===== config.mk =====
export PLATFORM = sky130hd
export DESIGN_NAME = txn_spacing_gate
export DESIGN_NICKNAME = d
export VERILOG_FILES = /design/src/rtl/txn_gate_pkg.sv /design/src/rtl/hold_timer.sv /design/src/rtl/ctrl_slot_tracker.sv /design/src/rtl/txn_spacing_gate.sv
export SDC_FILE = /design/constraint.sdc
export NUM_CORES = 1
export LEC_CHECK = 0
export BUFFER_PORTS_ARGS = -buffer_cell sky130_fd_sc_hd__buf_4
export CAP_MARGIN = 20
export CORE_MARGIN = 2
export CORE_UTILIZATION = 60
export DETAILED_ROUTE_END_ITERATION = 7
export HOLD_SLACK_MARGIN = 0.1
export PLACE_DENSITY = 0.81
export SETUP_SLACK_MARGIN = 0.3
export SKIP_LAST_GASP = 1
export SLEW_MARGIN = 15
export SYNTH_ARGS = -nofsm -noshare
export SYNTH_HDL_FRONTEND = slang
export SYNTH_SLANG_ARGS = --single-unit

===== constraint.sdc =====
create_clock -name clk -period 3.5 [get_ports clk]
set_input_delay 1.05 -clock clk [delete_from_list [all_inputs] [get_ports clk]]
set_output_delay 1.05 -clock clk [all_outputs]
set_load 0.05 [all_outputs]

===== src/rtl/txn_gate_pkg.sv =====
package txn_gate_pkg;

    typedef enum logic [1:0] {
        KIND_PERIODIC = 2'b00,
        KIND_CONTROL  = 2'b01,
        KIND_BULK_OUT = 2'b10,
        KIND_BULK_IN  = 2'b11
    } req_kind_e;

    typedef enum logic {
        TMR_IDLE = 1'b0,
        TMR_HOLD = 1'b1
    } tmr_state_e;

    typedef enum logic {
        SLOT_FREE = 1'b0,
        SLOT_USED = 1'b1
    } slot_state_e;

endpackage


===== src/rtl/hold_timer.sv =====
module hold_timer
    import txn_gate_pkg::*;
#(
    parameter int CYCLES = 250
) (
    input  logic clk,
    input  logic rst_n,
    input  logic start_i,
    input  logic cancel_i,
    output logic hold_o
);
    localparam int CNT_W = $clog2(CYCLES + 1);
    localparam logic [CNT_W-1:0] LOAD_VAL = CNT_W'(CYCLES);
    localparam logic [CNT_W-1:0] LAST_VAL = CNT_W'(1);

    tmr_state_e       state_q, state_d;
    logic [CNT_W-1:0] cnt_q, cnt_d;

    // next-state logic
    always_comb begin
        state_d = state_q;
        cnt_d   = cnt_q;
        if (start_i) begin
            state_d = TMR_HOLD;
            cnt_d   = LOAD_VAL;
        end else if (cancel_i) begin
            state_d = TMR_IDLE;
            cnt_d   = '0;
        end else begin
            unique case (state_q)
                TMR_IDLE: begin
                    cnt_d = '0;
                end
                TMR_HOLD: begin
                    if (cnt_q == LAST_VAL) begin
                        state_d = TMR_IDLE;
                        cnt_d   = '0;
                    end else begin
                        cnt_d = cnt_q - LAST_VAL;
                    end
                end
                default: begin
                    state_d = TMR_IDLE;
                    cnt_d   = '0;
                end
            endcase
        end
    end

    // state register
    always_ff @(posedge clk) begin
        if (!rst_n) begin
            state_q <= TMR_IDLE;
            cnt_q   <= '0;
        end else begin
            state_q <= state_d;
            cnt_q   <= cnt_d;
        end
    end

    // outputs
    always_comb begin
        unique case (state_q)
            TMR_IDLE: hold_o = 1'b0;
            TMR_HOLD: hold_o = 1'b1;
            default:  hold_o = 1'b0;
        endcase
    end

endmodule


===== src/rtl/ctrl_slot_tracker.sv =====
module ctrl_slot_tracker
    import txn_gate_pkg::*;
(
    input  logic clk,
    input  logic rst_n,
    input  logic frame_i,
    input  logic ctrl_grant_i,
    output logic used_o
);
    slot_state_e state_q, state_d;

    always_comb begin
        state_d = state_q;
        unique case (state_q)
            SLOT_FREE: if (ctrl_grant_i && !frame_i) state_d = SLOT_USED;
            SLOT_USED: if (frame_i)                  state_d = SLOT_FREE;
            default:                                 state_d = SLOT_FREE;
        endcase
    end

    always_ff @(posedge clk) begin
        if (!rst_n) state_q <= SLOT_FREE;
        else        state_q <= state_d;
    end

    always_comb begin
        unique case (state_q)
            SLOT_FREE: used_o = 1'b0;
            SLOT_USED: used_o = 1'b1;
            default:   used_o = 1'b0;
        endcase
    end

endmodule


===== src/rtl/txn_spacing_gate.sv =====
module txn_spacing_gate
    import txn_gate_pkg::*;
#(
    parameter int CLK_MHZ     = 125,
    parameter int QUIET_NS    = 2000,
    parameter int BULK_GAP_NS = 12000
) (
    input  logic       clk,
    input  logic       rst_n,
    input  logic       sof_i,
    input  logic       req_valid_i,
    input  logic [1:0] req_kind_i,
    input  logic       req_fs_i,
    input  logic       cfg_no_wait_i,
    input  logic       cfg_bulk_gap_i,
    input  logic       cfg_sparse_ctrl_i,
    output logic       grant_o
);
    localparam int QUIET_CYC = (CLK_MHZ * QUIET_NS) / 1000;
    localparam int GAP_CYC   = (CLK_MHZ * BULK_GAP_NS) / 1000;

    req_kind_e kind;
    logic      is_ctrl, is_fs_bulk_out;
    logic      quiet_hold, gap_hold, slot_used;
    logic      grant_int;

    assign kind           = req_kind_e'(req_kind_i);
    assign is_ctrl        = (kind == KIND_CONTROL);
    assign is_fs_bulk_out = (kind == KIND_BULK_OUT) && req_fs_i;

    hold_timer #(.CYCLES(QUIET_CYC)) u_quiet (
        .clk      (clk),
        .rst_n    (rst_n),
        .start_i  (sof_i && !cfg_no_wait_i),
        .cancel_i (sof_i &&  cfg_no_wait_i),
        .hold_o   (quiet_hold)
    );

    hold_timer #(.CYCLES(GAP_CYC)) u_gap (
        .clk      (clk),
        .rst_n    (rst_n),
        .start_i  (grant_int && is_fs_bulk_out && cfg_bulk_gap_i),
        .cancel_i (1'b0),
        .hold_o   (gap_hold)
    );

    ctrl_slot_tracker u_slot (
        .clk          (clk),
        .rst_n        (rst_n),
        .frame_i      (sof_i),
        .ctrl_grant_i (grant_int && is_ctrl),
        .used_o       (slot_used)
    );

    always_comb begin
        grant_int = req_valid_i && !sof_i && !quiet_hold;
        if (is_fs_bulk_out && gap_hold)
            grant_int = 1'b0;
        if (is_ctrl && cfg_sparse_ctrl_i && slot_used)
            grant_int = 1'b0;
    end

    assign grant_o = grant_int;

endmodule


Word-level counts from Yosys, hierarchy flattened
Index checks and enable logic that the tools add are counted.
{"block": "op_classes", "div_mod_pow": 0, "n_mux": 22, "n_lt_le_gt_ge": 0, "n_mul": 0, "shift": 0, "add_sub_neg": 2, "eq_ne": 4, "n_bitwise": 4, "reduce_logical": 17}
{"operator": "$mux W8", "count": 3}
{"operator": "$mux W11", "count": 2}
{"operator": "$pmux W11 S2", "count": 1}
{"operator": "$pmux W8 S2", "count": 1}
{"operator": "$logic_and A1 B1 Y1", "count": 12}
{"operator": "$eq A11 B1 Y1 const B", "count": 1}
{"operator": "$mux W1", "count": 11}
{"operator": "$sub A11 B1 Y11 const B", "count": 1}
{"operator": "$eq A8 B1 Y1 const B", "count": 1}
{"operator": "$pmux W1 S2", "count": 4}
{"operator": "$sub A8 B1 Y8 const B", "count": 1}
{"operator": "$not A1 Y1", "count": 4}
{"operator": "$logic_not A1 Y1", "count": 3}
{"operator": "$reduce_or A3 Y1", "count": 1}
{"operator": "$eq A2 B1 Y1 const B", "count": 1}
{"operator": "$eq A2 B2 Y1 const B", "count": 1}
{"operator": "$reduce_or A2 Y1", "count": 1}
{"block": "totals", "latch_bits": 0, "ff_bits": 22, "ramBits": 0, "rom_bits": 0, "inputBits": 10, "memories": 0, "output_inout_bits": 1}

Logic depth before layout (Yosys ltp)
{"block": "depth", "ltp_word": 10, "mapped_depth": 6, "ltp_nobuf": 6}

Hierarchy
From an unflattened synthesis, not the netlist that was laid out.
{"block": "hier_totals", "cells_unflattened": 120, "area_unflattened_um2": 1237.4}
{"module": "hold_timer (u_gap)", "seq_area_each_um2": 240.2, "cells_each": 64, "instances": 1, "area_each_um2": 655.6}
{"module": "hold_timer (u_quiet)", "seq_area_each_um2": 180.2, "cells_each": 42, "instances": 1, "area_each_um2": 462.9}
{"module": "txn_spacing_gate", "seq_area_each_um2": 0.0, "cells_each": 11, "instances": 1, "area_each_um2": 82.6}
{"module": "ctrl_slot_tracker", "seq_area_each_um2": 20.0, "cells_each": 3, "instances": 1, "area_each_um2": 36.3}

Worst setup path after synthesis
No wires, ideal clock.
{"block": "synth_timing", "path_kind": "input-to-output", "from": "input sof_i", "to": "output grant_o", "t_arrival_ns": 2.155, "slack_ns": 0.295, "path_buffers": 0, "cell_stages": 3, "path_cell_list": "nor3b_1 nand2_1 a21oi_1"}
{"block": "synth_between", "elab_chain_len": 5}
{"element": "start, declared", "line": "txn_spacing_gate.sv:10", "rtl": "input logic sof_i,"}
{"element": "$logic_not A1 Y1", "line": "txn_spacing_gate.sv:56", "rtl": "grant_int = req_valid_i && !sof_i && !quiet_hold;"}
{"element": "$logic_and A1 B1 Y1 (2 in a row)", "line": "txn_spacing_gate.sv:56"}
{"element": "$mux W1", "line": "txn_spacing_gate.sv:57", "rtl": "if (is_fs_bulk_out && gap_hold)"}
{"element": "$mux W1", "line": "txn_spacing_gate.sv:59", "rtl": "if (is_ctrl && cfg_sparse_ctrl_i && slot_used)"}
{"element": "end, declared", "line": "txn_spacing_gate.sv:17", "rtl": "output logic grant_o"}
Every way passes these cells.

Final worst setup path
Same ends and word-level chain as after synthesis.

==> flow_metrics.env <==
export IMPL_ant_nets=0
export IMPL_place_congestion=0.811
export IMPL_timing_rr_end="u_gap.cnt_q[10]"
export IMPL_portBuffers=10
export IMPL_clk_latency_ns=0.30
export IMPL_relSlewSlack_pct=55.2
export IMPL_fin_cells=148
export IMPL_rsz0062_at_grt="no"
export IMPL_synth_seq_cells=22
export IMPL_clockBufferDepth=2
export IMPL_path_clk_slew_ns=0.11
export IMPL_use_met2_pct=36.7
export IMPL_holdPathEnd="u_gap.cnt_q[0]"
export IMPL_ios=11
export IMPL_drc=0
export IMPL_busiest_layer="met2"
export IMPL_post_place_ws_ns=0.537
export IMPL_start_util_pct=62.4
export IMPL_n_antenna_cell=0
export IMPL_final_util_pct=69.9
export IMPL_slew_violations=0
export IMPL_vias=815
export IMPL_cts_root_buf="clkbuf_4"
export IMPL_whs_ns=0.504
export IMPL_worst_r2r_cell_count=4
export IMPL_min_path_type="reg -> reg"
export IMPL_power_internal_mw=0.349
export IMPL_final_common_cell="dfxtp_1"
export IMPL_worstSetupPathType="in -> out"
export IMPL_wl_per_cell_um=12.3
export IMPL_cts_setup_buffers=0
export IMPL_post_cts_resized=0
export IMPL_synth_top_family_by_area="simple AND/OR/NAND/NOR gates"
export IMPL_power_share_combinational_pct=12.7
export IMPL_switching_power_mw=0.107
export IMPL_fp_dieH_um=45.9
export IMPL_syn_nets=133
export IMPL_core_area_um2=1690
export IMPL_timing_final_crit_share_pct=85.4
export IMPL_tns_ns=0
export IMPL_clkSinkCount=22
export IMPL_fin_ws_ns=0.510
export IMPL_grtUsageTotal_pct=20.0
export IMPL_antenna_found_initial=0
export IMPL_power_mw=0.457
export IMPL_grt_max_degree=13
export IMPL_row_count=15
export IMPL_synth_compound_area_share_pct=15.2
export IMPL_period_minus_slack_ns=2.99
export IMPL_critPathLaunchType="primary input"
export IMPL_synthMuxAreaShare_pct=0
export IMPL_hpwl_um=1390
export IMPL_cts_buffers=3
export IMPL_final_cell_mix="22 x dfxtp_1, 12 x a21oi_1, 11 x inv_1, 11 x nor2_1, 10 x buf_4"
export IMPL_cts_tree="built"
export IMPL_p_seq_share_pct=57.7
export IMPL_fin_skew_ns=0.00774
export IMPL_maxCapViolCount=0
export IMPL_die_w_um=45.9
export IMPL_ctsHoldBuffers=0
export IMPL_wl_um=1820
export IMPL_ys_seq_area_share_pct=41.8
export IMPL_p_clk_share_pct=29.5
export IMPL_grt_pass1_wl_um=2940
export IMPL_setup_viol=0
export IMPL_drt_iter0_markers=10
export IMPL_yosys_area_share_adder_pct=4.75
export IMPL_grt_overflow=0
export IMPL_max_freq_mhz=334
export IMPL_netlist_area_um2=1050
export IMPL_firstDrtPassIters=4
export IMPL_ir_worst_vdd_mv=0.316
export IMPL_hold_viol=0
export IMPL_worst_ep_arrival_time_ns=1.94
export IMPL_status="complete, no violations"
export IMPL_hp_start="u_gap.cnt_q[0]"
export IMPL_drive_gt1_share_pct=13.0
export IMPL_power_density_nw_per_um2=387
export IMPL_cp_data_required_time_ns=2.45
export IMPL_htree_levels=1
export IMPL_reg2reg_slack_ns=1.47
export IMPL_areaGrowthSynthToFinish_pct=12.1
export IMPL_place_inst=144
export IMPL_viasPerCell=5.51
export IMPL_use_met1_pct=21.5
export IMPL_finalInstanceArea_um2=1180
export IMPL_synth_simple_area_share_pct=23.5
export IMPL_crit_path_end_kind="primary output"
export IMPL_place_area_um2=1140
export IMPL_p_leak_nw=0.533
export IMPL_fin_nets=146
export IMPL_groute_layer_met3_usage_pct=4.76
export IMPL_crit_fanout=4
export IMPL_synth_xor_area_share_pct=9.98
export IMPL_hold_depth=1
export IMPL_die_area_um2=2110
export IMPL_yosys_warnings=0
export IMPL_worst_pin_slew_ns=0.665
export IMPL_synth_area_per_cell_um2=8.85
export IMPL_syn_inst=119
export IMPL_r2r_start="u_gap.cnt_q[2]"
export IMPL_ys_types=31
export IMPL_grt_pass1_vias=722
export IMPL_switching_share_pct=23.5
[Yosys cell counts, drive strengths merged]
cell type / count / area, um2
dfxtp: 22 / 440
a21oi: 13 / 65.1
inv: 11 / 41.3
nor2: 11 / 41.3
nor3: 6 / 30.0
xnor2: 6 / 52.6
xor2: 6 / 52.6
nand2: 5 / 18.8
nand2b: 5 / 31.3
ha: 4 / 50.1
nor3b: 3 / 22.5
or4: 3 / 22.5
a21o: 2 / 15.0
a31oi: 2 / 12.5
nor4: 2 / 12.5
o21ai: 2 / 10.0
o41ai: 2 / 36.3
or2: 2 / 12.5
or3: 2 / 12.5
and3b: 1 / 8.76
and4b: 1 / 10.0
buf: 1 / 5.00
clkbuf: 1 / 3.75
nand4: 1 / 6.26
nor4b: 1 / 8.76
o21a: 1 / 7.51
o22ai: 1 / 6.26
o31ai: 1 / 7.51
or4b: 1 / 10.0
[worst max path at each step]
stage	startpoint	endpoint	slack (ns)	cells past startpoint
CTS	sof_i	grant_o	0.53	5
finish	sof_i	grant_o	0.51	5
detailed placement	sof_i	grant_o	0.54	5
global placement	sof_i	grant_o	0.57	5
floorplan	sof_i	grant_o	0.59	3
global route	sof_i	grant_o	0.37	5
[area by class of cell]
type / count / area (um2)
multi-input combinational: 84 / 567
fill: 145 / 508
sequential: 22 / 440
timing repair buffer: 10 / 75.1
inverter: 11 / 41.3
clock buffer: 4 / 36.3
tap: 17 / 21.3
[power by group through the flow]
stage	logic, mW	clock network (mW)	registers (mW)
after floorplan	0.0432	0	0.268
after global placement	0.0569	0	0.269
after detailed placement	0.0578	0	0.270
after CTS	0.0584	0.140	0.264
after global routing	0.0657	0.154	0.265
final	0.0581	0.135	0.264
[critical path, stage by stage]
cell,delay [ns]
buf_4,0.12
nor3b_1,0.32
nand2_1,0.11
a21oi_2,0.12
buf_4,0.21
[layer usage]
| layer | vias to the layer above | share of wire [%] |
|---|---|---|
| met4 | 0 | 0.83 |
| met3 | 2 | 1.8 |
| met2 | 4 | 54 |
| li1 | 436 | - |
| met5 | - | 0 |
| met1 | 373 | 44 |
[registers in the layout, indices dropped and copies added (netlist names)]
| name | cells |
|---|---|
| u_slot.state_q | 1 |
| u_gap.cnt_q | 11 |
| u_quiet.cnt_q | 8 |
| u_gap.state_q | 1 |
| u_quiet.state_q | 1 |
[logic make-up after synthesis]
logic type | count (synthesis)
compound gates | 24
flops | 22
fa+ha+maj | 4
xor+xnor | 12
simple gates | 44
buf+inv | 13
Note: power is estimated with default switching activity, not from simulation.
